### src/rtl/rzs_pkg.sv
package rzs_pkg;

    typedef enum logic [1:0] {
        WK_CLUSTER   = 2'b00,
        WK_ROW_START = 2'b01,
        WK_ROW_END   = 2'b10
    } word_kind_e;

    typedef enum logic [1:0] {
        ST_IDLE = 2'b00,
        ST_HEAD = 2'b01,
        ST_BODY = 2'b10
    } scan_state_e;

    function automatic int unsigned max_u(input int unsigned a, input int unsigned b);
        return (a > b) ? a : b;
    endfunction

endpackage

### src/rtl/rzs_lead_finder.sv
// Returns the index of the lowest set bit of the pending row.
module rzs_lead_finder #(
    parameter int NCOL  = 32,
    parameter int COL_W = $clog2(NCOL)
) (
    input  logic [NCOL-1:0]  bits,
    output logic             found,
    output logic [COL_W-1:0] idx
);
    always_comb begin
        found = 1'b0;
        idx   = '0;
        for (int i = NCOL - 1; i >= 0; i--) begin
            if (bits[i]) begin
                found = 1'b1;
                idx   = COL_W'(i);
            end
        end
    end
endmodule

### src/rtl/rzs_run_measure.sv
// Measures the run of adjacent set bits starting at 'start', capped at MAXRUN,
// and produces the mask of the columns that the run consumes.
module rzs_run_measure #(
    parameter int NCOL   = 32,
    parameter int MAXRUN = 4,
    parameter int COL_W  = $clog2(NCOL),
    parameter int CODE_W = $clog2(MAXRUN)
) (
    input  logic [NCOL-1:0]   bits,
    input  logic [COL_W-1:0]  start,
    output logic [CODE_W-1:0] code,
    output logic [NCOL-1:0]   clear_mask
);
    logic [NCOL-1:0]   aligned;
    logic [MAXRUN-1:0] chain;
    logic [CODE_W:0]   run_len;

    // Bits above the row edge shift in as zero, which cuts runs at the last column.
    assign aligned = bits >> start;

    genvar k;
    generate
        for (k = 0; k < MAXRUN; k++) begin : g_chain
            if (k == 0) begin : g_first
                assign chain[k] = aligned[0];
            end else begin : g_next
                assign chain[k] = chain[k-1] & aligned[k];
            end
        end
    endgenerate

    assign run_len    = (CODE_W+1)'($countones(chain));
    assign code       = CODE_W'(run_len - 1'b1);
    assign clear_mask = NCOL'(chain) << start;
endmodule

### src/rtl/rzs_top.sv
module rzs_top
    import rzs_pkg::*;
#(
    parameter int NCOL   = 32,
    parameter int NROW   = 64,
    parameter int MAXRUN = 4,
    localparam int COL_W  = $clog2(NCOL),
    localparam int ROW_W  = $clog2(NROW),
    localparam int AW     = int'(max_u(COL_W, ROW_W)),
    localparam int CODE_W = $clog2(MAXRUN)
) (
    input  logic              clk,
    input  logic              rst,
    input  logic              row_valid,
    input  logic [NCOL-1:0]   row_hits,
    output logic              row_ready,
    output logic              out_valid,
    input  logic              out_ready,
    output logic [1:0]        out_kind,
    output logic [AW-1:0]     out_addr,
    output logic [CODE_W-1:0] out_code
);
    scan_state_e       state_q;
    logic [NCOL-1:0]   pend_q;
    logic [ROW_W-1:0]  row_q;

    logic              found;
    logic [COL_W-1:0]  lead_idx;
    logic [CODE_W-1:0] run_code;
    logic [NCOL-1:0]   run_mask;
    logic              end_now;
    logic              take_row;
    word_kind_e        kind;

    rzs_lead_finder #(.NCOL(NCOL), .COL_W(COL_W)) finder_i (
        .bits  (pend_q),
        .found (found),
        .idx   (lead_idx)
    );

    rzs_run_measure #(.NCOL(NCOL), .MAXRUN(MAXRUN), .COL_W(COL_W), .CODE_W(CODE_W)) measure_i (
        .bits       (pend_q),
        .start      (lead_idx),
        .code       (run_code),
        .clear_mask (run_mask)
    );

    assign out_valid = (state_q != ST_IDLE);
    assign end_now   = (state_q == ST_BODY) && !found;
    assign row_ready = (state_q == ST_IDLE) || (end_now && out_ready);
    assign take_row  = row_valid && row_ready;

    always_comb begin
        kind     = WK_ROW_END;
        out_addr = AW'(row_q);
        out_code = '0;
        if (state_q == ST_HEAD) begin
            kind = WK_ROW_START;
        end else if (state_q == ST_BODY && found) begin
            kind     = WK_CLUSTER;
            out_addr = AW'(lead_idx);
            out_code = run_code;
        end
    end
    assign out_kind = kind;

    always_ff @(posedge clk) begin
        if (rst) begin
            state_q <= ST_IDLE;
            pend_q  <= '0;
            row_q   <= '0;
        end else begin
            case (state_q)
                ST_HEAD: begin
                    if (out_ready) state_q <= ST_BODY;
                end
                ST_BODY: begin
                    if (out_ready) begin
                        if (found) begin
                            pend_q <= pend_q & ~run_mask;
                        end else begin
                            state_q <= ST_IDLE;
                            row_q   <= (row_q == ROW_W'(NROW - 1)) ? '0 : row_q + 1'b1;
                        end
                    end
                end
                default: ;
            endcase
            if (take_row) begin
                pend_q  <= row_hits;
                state_q <= (|row_hits) ? ST_HEAD : ST_BODY;
            end
        end
    end
endmodule

### config.mk
export PLATFORM = sky130hd
export DESIGN_NAME = rzs_top
export DESIGN_NICKNAME = d
export VERILOG_FILES = /design/src/rtl/rzs_pkg.sv /design/src/rtl/rzs_lead_finder.sv /design/src/rtl/rzs_run_measure.sv /design/src/rtl/rzs_top.sv
export SDC_FILE = /design/constraint.sdc
export NUM_CORES = 1
export LEC_CHECK = 0
export ABC_AREA = 1
export BUFFER_PORTS_ARGS = -buffer_cell sky130_fd_sc_hd__buf_2
export CAP_MARGIN = 25
export CORE_ASPECT_RATIO = 1.5
export CORE_MARGIN = 3
export CORE_UTILIZATION = 55
export CTS_CLUSTER_SIZE = 24
export DETAILED_ROUTE_END_ITERATION = 16
export PLACE_DENSITY_LB_ADDON = 0.08
export REMOVE_ABC_BUFFERS = 1
export SYNTH_ARGS = -nofsm -noshare
export SYNTH_HDL_FRONTEND = slang
export SYNTH_SLANG_ARGS = --single-unit
### constraint.sdc
create_clock -name clk -period 3.95 [get_ports clk]
set_clock_uncertainty 0.15 [all_clocks]
set_input_delay 0.1975 -clock clk [delete_from_list [all_inputs] [get_ports clk]]
set_output_delay 0.1975 -clock clk [all_outputs]
set_load 0.01 [all_outputs]
==> results.yml, run 1 <==
die:
  row_count: 35
  die_area_um2: 7520
  die_height_um: 105
  initial_core_util_pct: 57.4
  coreArea_um2: 6220
  boundaryPins: 48
  die_w_um: 71.8
placed_design:
  dp_hpwl_um: 9830
  gp_congestion: 1.01
  placement.io_buffers: 47
clock_network:
  cts_root_buffer: "clkbuf_8"
  clkLatencyLatePin_ps: 290
  cts_tree: "done"
  clockBufferDepth: 2
  cts_sinks: 40
  cts_max_level: 2
  clk_pin_slew_ps: 80
  cts_buffers: 5
final_layout:
  n_antenna_cell: 0
  utilization_pct: 77.4
  drive_above_1_share_pct: 28.6
  fin_nets: 775
  seq_area_um2: 805
  multiInputGateArea_um2: 2700
  fill_cells: 519
  syn_to_final_growth_pct: 34.8
setup_path:
  cp.buffers_inverters: 4
  crit_path_max_incr_delay_ps: 470
  cpMostUsedCell: "nand2_1"
  critical-path-top-delay-family: "simple AND/OR/NAND/NOR gates"
  critical_path_required_ps: 3600
  arrival_ps: 4080
  cp_slowest_cell: "fa_2"
  cp-end-kind: "output port"
  crit_fanout: 7
  startpoint_type: "flop"
  timing_worst_setup_path_type: "reg -> out"
power:
  leakagePower_nw: 2.18
  vdd_ir_drop_max_v: 0.000322
  power_mw: 3.09
  powerDensity_nw_per_um2: 643
timing:
  min_period_over_period_pct: 112
  rsz0062_at_grt: "true"
  final_hold_viol_count: 0
  fin_ws_ps: -476
  finalSetupViolations: 31
  relSlewSlack_pct: 38.8
  period_needed_ps: 4430
  finalMaxSlewViolations: 0
  worst_pin_slew_ps: 914
  fmax_mhz: 226
route:
  routed_wl_um: 13600
  drt_iter0_drc: 512
  drcViolationCount: 0
  first_pass_iters: 6
  num_vias: 4858
  viasPerCell: 5.98
  wire_per_inst_um: 16.7
  ant_nets: 0
logic_synthesis:
  ys_ff_latch: 40
  yosysTopAreaCell: "dfxtp_1"
  ys_types: 37
  synthCells: 648
  synth_top_area_share_pct: 22.4
  seq_area_frac_synth_pct: 22.4
  synth_area_leaders: "dfxtp_1 22%, nand2_1 20%, nand3_1 15%"
  synth_area_um2: 3570
  synth_area_per_cell_um2: 5.51
  ys_warn_count: 0
global_routing:
  grt_pass1_vias: 4420
  antenna_found_initial: 0
  grt_max_degree: 36
  grt_use_total_pct: 34.2
  grt_pass1_wl_um: 20700
  grt_remaining_overflow: 0
run_status:
  violations: "negative setup slack"
  status: "finished with violations"
run:
  drv_cap: 0
min_path:
  hp-class: "in -> reg"
Yosys cell counts, drive strengths merged:
cell type	count
nand2	198
nand3	109
inv	75
nor2	73
a21oi	40
dfxtp	40
o21ai	32
nor3	19
clkbuf	14
buf	12
nor4	10
nand4	9
clkinv	4
o211ai	3
a211o	1
a211oi	1
a311oi	1
fa	1
ha	1
nor3b	1
o21bai	1
o22ai	1
o31ai	1
o41ai	1
final cells by class:
| type | count | area share [%] |
|---|---|---|
| multi-input cells | 503 | 56.1 |
| repair buffers | 108 | 16.8 |
| flip-flops and latches | 40 | 16.7 |
| inverters | 79 | 6.21 |
| well taps | 74 | 1.92 |
| clock buffers | 6 | 1.51 |
| clock inverters | 2 | 0.728 |
metal layers:
layer	vias to the layer above	global-route usage, %	part of all wire (%)
li1	2306	-	-
met1	2164	42.5	38
met2	306	57.7	48
met3	82	1.92	7.6
met4	0	18.5	6.4
met5	-	0	0
state kept, by name, summed over array words and instances, names as in the netlist:
signal   flops
state_q      2
pend_q      32
row_q        6
final timing paths:
kind	depth (start not counted)	from	to	slack, ps
max	43	pend_q[30]	out_code[0]	-480
min	3	row_hits[27]	pend_q[27]	10
max reg2reg	49	pend_q[30]	pend_q[24]	-240
min reg2reg	2	row_q[0]	row_q[0]	340
report_power, final:
group / total, mW / leakage (nW) / switching, mW / internal (mW)
clock network: 0.331 / 0.0552 / 0.143 / 0.188
logic: 2.29 / 1.80 / 1.40 / 0.894
registers: 0.471 / 0.329 / 0.0331 / 0.438
cell usage in the layout, fill, tap and decap left out, types with 17 or more instances in the layout:
cell	n
nand3_2	23
nand3_1	81
buf_4	49
nor2_1	68
nand2_1	170
nor3_1	17
nand2_2	18
buf_2	47
dfxtp_1	37
inv_1	69
a21oi_1	30
worst reg2reg max path: cells and delay by family, from the launching register on:
kind	cells	cell delay, ps
DFF	1	340
and+or+nand+nor	43	2750
buffers and inverters	5	580
AOI/OAI and AO/OA	1	260
cell families (layout without fill, tap and decap cells):
group / after synthesis / in the layout / share of synthesized area (%)
AO/OA/AOI/OAI: 82 / 82 / 12.4
adder cells (fa/ha/maj): 2 / 2 / 0.911
buffers and inverters: 105 / 195 / 12.1
flip-flops: 40 / 40 / 22.4
AND/OR/NAND/NOR: 419 / 419 / 52.2
what timing repair did:
action | CTS | global route
setup endpoints to repair | 2 | 32
resized for setup | 22 | 75
buffers inserted | 5 | 3
hold buffers | 2 | 0
hold endpoints to repair | 2 | 0
pin swaps | 12 | 22
cloned | 2 | 1
metrics by stage:
stage / setup WS (ps) / area, um^2 / hold slack [ps] / setup TNS (ps) / cells
floorplan: -84.6 / 3440 / 117 / -135 / 622
global placement: -112 / 4150 / 292 / -189 / 791
detailed placement: -95.8 / 4150 / 298 / -162 / 791
CTS: -346 / 4440 / 6.57 / -687 / 808
global route: -890 / 4810 / 15.1 / -17530 / 812
finish: -476 / 4810 / 9.89 / -4240 / 812
Note: power is estimated with default switching activity, not from simulation.
==> inputs of run 2 (changes only) <==
--- a/config.mk
+++ b/config.mk
@@ -15,6 +15,7 @@
 export DETAILED_ROUTE_END_ITERATION = 16
 export PLACE_DENSITY_LB_ADDON = 0.08
 export REMOVE_ABC_BUFFERS = 1
+export SKIP_CTS_REPAIR_TIMING = 1
 export SYNTH_ARGS = -nofsm -noshare
 export SYNTH_HDL_FRONTEND = slang
 export SYNTH_SLANG_ARGS = --single-unit
==> run 2 against run 1 <==
The run ends with negative hold slack, negative setup slack left. Register-to-register slack improved by 190 ps. Non-clock buffer count fell by 10. Utilization is 2.9 points lower. Global-route usage fell by 1.2 points. Maximum frequency decreased by 0.74%. Largest power group unchanged.
==> results.yml, run 2 (synthesis results as in run 1) <==
min_path:
  hp-class: "in -> reg"
  holdPathStages: 3
  worstHoldEndpoint: "pend_q[20]"
  min_from: "row_hits[20]"
die:
  initial_core_util_pct: 57.4
  row_count: 35
  die_w_um: 71.8
  die_area_um2: 7520
  boundaryPins: 48
  coreArea_um2: 6220
  die_height_um: 105
placed_design:
  post-place-ws_ps: -95.8
  dp_hpwl_um: 9830
  gp_congestion: 1.01
  placement.io_buffers: 47
  dpl_cell_area_um2: 4150
power:
  leakagePower_nw: 2.10
  pwr-share-clk_pct: 11.5
  p_sw_share_pct: 51.5
  p_comb_share_pct: 72.2
  seqPwrFrac_pct: 16.3
  p_sw_mw: 1.48
  vdd_ir_drop_max_v: 0.000320
  p_int_mw: 1.40
  powerDensity_nw_per_um2: 621
run:
  drv_cap: 0
setup_path:
  r2r_start: "pend_q[30]"
  reg2regPathDepth: 46
  cp-end-kind: "output port"
  crit_fanout: 6
  arrival_ps: 4110
  r2r_slack_ps: -50
  timing_worst_setup_path_type: "reg -> out"
  startpoint_type: "flop"
  critical_path_required_ps: 3600
  timing.rr.end: "pend_q[4]"
timing:
  worst_pin_slew_ps: 852
  finalSetupViolations: 10
  hold_ws_ps: -5.02
  rsz0062_at_grt: "true"
  fmax_mhz: 224
  relSlewSlack_pct: 43.0
  period_needed_ps: 4460
  setup_tns_ps: -1080
  final_hold_viol_count: 1
  min_period_over_period_pct: 113
  fin_ws_ps: -509
  finalMaxSlewViolations: 0
final_layout:
  largest_register: "pend_q"
  fill_cells: 554
  layout_commonest_cell: "nand2_1"
  fin_area_um2: 4630
  syn_to_final_growth_pct: 29.7
  largestRegisters: "pend_q x32, row_q x6, state_q x2"
  n_antenna_cell: 0
  drive_above_1_share_pct: 26.2
  seq_area_um2: 802
  largest_register_ff_count: 32
  multiInputGateArea_um2: 2650
  final_cell_mix: "174 x nand2_1, 85 x nand3_1, 69 x inv_1, 69 x nor2_1, 47 x buf_2"
  fin_nets: 765
clock_network:
  cts_sinks: 40
  cts_tree: "done"
  cts_max_level: 2
  cts_buffers: 5
  clockBufferDepth: 2
  clkLatencyLatePin_ps: 290
  cts_root_buffer: "clkbuf_8"
  clk_pin_slew_ps: 80
route:
  ant_nets: 0
  first_pass_iters: 6
  wire_per_inst_um: 16.1
  drt_iter0_drc: 411
  routed_wl_um: 12900
  drcViolationCount: 0
  viasPerCell: 5.88
  num_vias: 4717
global_routing:
  grt_pass1_vias: 4275
  grt_pass1_wl_um: 20000
  grt_max_degree: 36
  grt_use_total_pct: 33.0
  antenna_found_initial: 0
  grt_remaining_overflow: 0
run_status:
  violations: "negative hold slack, negative setup slack"
  status: "finished with violations"
-- run 2: changes by cell type in the layout (fill, tap and decap cells not counted), moves of 3 or more --
cell	delta
nand3_1	+4
nand3_2	-4
nand2_1	+4
buf_4	-6
nand2_2	-3
-- run 2: area by class of cell --
| type | instances | share of cell area (%) |
|---|---|---|
| Sequential cell | 40 | 17.3 |
| Clock inverter | 2 | 0.756 |
| Inverter | 79 | 6.46 |
| Tap cell | 74 | 2.00 |
| Clock buffer | 6 | 1.57 |
| Multi-Input combinational cell | 503 | 57.2 |
| Timing Repair Buffer | 98 | 14.7 |
-- run 2: stage by stage --
step / power [mW] / hold slack (ps) / instances / util, %
floorplan: 1.49 / 117 / 622 / -
global placement: 2.15 / 292 / 791 / 66.7
detailed placement: 2.16 / 298 / 791 / 66.7
CTS: 2.50 / -8.15 / 799 / 68.5
global route: 3.07 / 15.0 / 802 / 74.5
finish: 2.88 / -5.02 / 802 / 74.5
-- run 2: worst max-delay path by stage --
stage                    start          end  slack [ps]  cells past startpoint
floorplan           pend_q[31]  out_code[0]         -80                     42
global placement    pend_q[30]  out_code[0]        -110                     26
detailed placement  pend_q[30]  out_code[0]        -100                     26
CTS                 pend_q[30]  out_code[0]        -430                     26
global route        pend_q[30]  out_code[0]        -850                     41
finish              pend_q[30]  out_code[0]        -510                     25
-- run 2: power groups by stage --
stage / sequential, mW / combinational [mW] / clock, mW
6_report: 0.470 / 2.08 / 0.332
5_1_grt: 0.473 / 2.25 / 0.352
3_3_place_gp: 0.476 / 1.68 / 0
2_1_floorplan: 0.471 / 1.02 / 0
3_5_place_dp: 0.477 / 1.69 / 0
4_1_cts: 0.468 / 1.70 / 0.333
-- run 2: worst max-delay path: stages (launching register included) --
cell and delay, ps:
dfxtp_2 330, buf_4 130, nor2_1 70, inv_1 60, a311oi_1 310, o31ai_1 100, o21ai_0 190, nand2_1 70
nand2_1 70, nand4_1 80, nand2_1 100, a211oi_1 100, nor3_1 220, nor2_1 90, nor2_1 200, buf_4 210
buf_4 140, nand3_1 90, nand2_1 90, nor3_2 40, nor2_1 120, nand2_1 120, a21oi_2 170, fa_2 500
nor2_2 100, buf_2 130
-- run 2: per-layer routing --
layer	track usage, %	part of all wire, %
met1	41.7	39
met2	55.5	49
met3	2.12	6.8
met4	16.1	5.7
met5	0	0
==> inputs of run 3 (changes only) <==
--- a/config.mk
+++ b/config.mk
@@ -13,9 +13,11 @@
 export CORE_UTILIZATION = 55
 export CTS_CLUSTER_SIZE = 24
 export DETAILED_ROUTE_END_ITERATION = 16
+export MAX_ROUTING_LAYER = met4
 export PLACE_DENSITY_LB_ADDON = 0.08
 export REMOVE_ABC_BUFFERS = 1
 export SKIP_CTS_REPAIR_TIMING = 1
 export SYNTH_ARGS = -nofsm -noshare
 export SYNTH_HDL_FRONTEND = slang
+export SYNTH_HIERARCHICAL = 1
 export SYNTH_SLANG_ARGS = --single-unit
==> run 3 against run 2 <==
The flow finishes with violations (negative setup slack). Routed wire length rose by 13%. Highest routed layer unchanged. Critical endpoint unchanged. Non-clock buffer count rose by 32. Register-to-register slack got worse by 510 ps. Hold slack improved by 23 ps. Clock-buffer cell count did not move. Sequential share of layout area fell by 2.1 points. Sequential cell count did not move. Via count rose by 12%. Synthesized cell count rose by 8.8%. Area after synthesis rose by 7.0%.
==> results.yml, run 3 <==
run_status:
  status: "finished with violations"
  violations: "negative setup slack"
power:
  leakagePower_nw: 2.48
  p_sw_share_pct: 49.1
  seqPwrFrac_pct: 17.8
  pwr-share-clk_pct: 12.0
  p_comb_share_pct: 70.2
  power_mw: 2.79
  vdd_ir_drop_max_v: 0.000373
  p_sw_mw: 1.37
  powerDensity_nw_per_um2: 526
  p_int_mw: 1.42
final_layout:
  fin_area_um2: 5300
  largest_register_ff_count: 32
  n_antenna_cell: 0
  fin_nets: 853
  syn_to_final_growth_pct: 38.7
  final_cell_mix: "194 x nand2_1, 90 x nor2_1, 66 x buf_4"
  stdcell_count: 892
  largestRegisters: "pend_q x32, row_q x6, state_q x2"
  largest_register: "pend_q"
  layout_commonest_cell: "nand2_1"
  drive_above_1_share_pct: 34.4
logic_synthesis:
  synth_area_um2: 3820
  synth-edff-count: 0
  yosysMostFrequentCell: "nand2_1"
  yosysTopAreaCell: "nand2_1"
  synth_ff_type: "dfxtp_1"
  seq_area_frac_synth_pct: 21.0
  synth_area_leaders: "nand2_1 23%, dfxtp_1 21%, nor2_1 10%"
  netlist_top_cells_count: "231 x nand2_1, 103 x nor2_1, 75 x nand3_1"
  synth_area_per_cell_um2: 5.42
  ys_ff_latch: 40
  synthArstFlopShare_pct: 0
  ys_warn_count: 6
  ys_types: 38
  synthCells: 705
  synth_top_area_share_pct: 22.7
setup_path:
  critical_path_required_ps: 3600
  cp_slowest_cell: "fa_2"
  timing_worst_setup_path_type: "reg -> out"
  cpMostUsedCell: "nand2_1"
  cp.buffers_inverters: 7
  startpoint_type: "flop"
  cp-end-kind: "output port"
  critical-path-top-delay-family: "simple AND/OR/NAND/NOR gates"
  arrival_ps: 4350
  crit_fanout: 6
  crit_path_max_incr_delay_ps: 550
global_routing:
  grt_max_degree: 38
  grt_pass1_vias: 4594
  antenna_found_initial: 0
  grt_pass1_wl_um: 20600
  grt_use_total_pct: 34.0
  grt_remaining_overflow: 0
placed_design:
  placement.io_buffers: 47
  dp_hpwl_um: 10200
  dpl_cell_area_um2: 4530
  gp_congestion: 1.07
  dp.cells: 872
clock_network:
  cts_max_level: 2
  clk_pin_slew_ps: 80
  cts_root_buffer: "clkbuf_8"
  cts_tree: "done"
  cts_sinks: 40
  clockBufferDepth: 2
  cts_buffers: 5
  clkLatencyLatePin_ps: 300
route:
  wire_per_inst_um: 16.3
  ant_nets: 0
  routed_wl_um: 14500
  first_pass_iters: 6
  viasPerCell: 5.93
  num_vias: 5290
  drcViolationCount: 0
  drt_iter0_drc: 668
die:
  die_area_um2: 8000
  initial_core_util_pct: 57.7
  die_height_um: 108
  row_count: 36
  die_w_um: 74.1
  boundaryPins: 48
  coreArea_um2: 6620
timing:
  rsz0062_at_grt: "true"
  setup_tns_ps: -14630
  period_needed_ps: 4700
  fmax_mhz: 213
  relSlewSlack_pct: 40.6
  hold_ws_ps: 17.5
  finalSetupViolations: 34
  worst_pin_slew_ps: 890
  finalMaxSlewViolations: 0
  fin_ws_ps: -747
  final_hold_viol_count: 0
  min_period_over_period_pct: 119
run:
  drv_cap: 0
min_path:
  hp-class: "in -> reg"
## run 3: cell count changes after synthesis, moves of 6 or more
cell / delta
a21oi_1: +12
buf_4: +6
clkbuf_1: -11
inv_1: -13
inv_2: +6
nand2_1: +43
nand3_1: -31
nor2_1: +32
nor3_1: -12
nor4_1: -7
o21ai_0: +33
## run 3: final timing paths
check,startpoint,to,slack (ps),cells past startpoint
max,pend_q[30],out_code[0],-750,50
min,row_hits[21],pend_q[21],20,3
max reg2reg,pend_q[30],pend_q[31],-560,53
min reg2reg,row_q[0],row_q[0],330,2
## run 3: power groups by stage
| stage | Clock, mW | Combinational (mW) | Sequential (mW) |
|---|---|---|---|
| 3_3_place_gp | 0 | 1.46 | 0.494 |
| 6_report | 0.334 | 1.96 | 0.496 |
| 3_5_place_dp | 0 | 1.48 | 0.497 |
| 5_1_grt | 0.353 | 2.10 | 0.499 |
| 4_1_cts | 0.341 | 1.49 | 0.488 |
| 2_1_floorplan | 0 | 0.856 | 0.498 |
## run 3: layer usage
metal	vias up	wire length [um]	GRT usage (%)	share of wire, %
met3	106	1260	4.19	8.6
li1	2489	-	-	-
met2	333	7180	58.5	49
met1	2362	5110	38.7	35
met5	-	0	-	0
met4	0	981	14.8	6.7
## run 3: worst register-to-register path: cells and delay by family (launching register included)
| family | cells | cell delay (ps) |
|---|---|---|
| AOI/OAI and AO/OA | 2 | 330 |
| and+or+nand+nor | 45 | 2890 |
| DFF | 1 | 330 |
| buffers and inverters | 6 | 710 |
## run 3: cell families after synthesis
kind of cell	count (synthesis)	share of synthesized area [%]
AND/OR/NAND/NOR	444	49.4
XOR/XNOR	1	0.229
adder cells (fa/ha/maj)	2	0.851
buffers and inverters	97	12.1
AO/OA/AOI/OAI	121	16.5
flip-flops	40	21.0
## run 3: cell type report
cell class,instances,area [um^2]
clock buffers,6,72.6
clock inverters,2,35.0
fillers,482,1320
inverters,70,273
multi-input cells,568,3010
flip-flops and latches,40,805
well taps,76,95.1
repair buffers,130,1010
## run 3: stage by stage
| stage | utilization (%) | setup WS [ps] |
|---|---|---|
| floorplan | - | -1370 |
| global placement | 68.5 | -371 |
| detailed placement | 68.5 | -413 |
| CTS | 70.1 | -766 |
| global route | 80.1 | -1140 |
| finish | 80.1 | -747 |
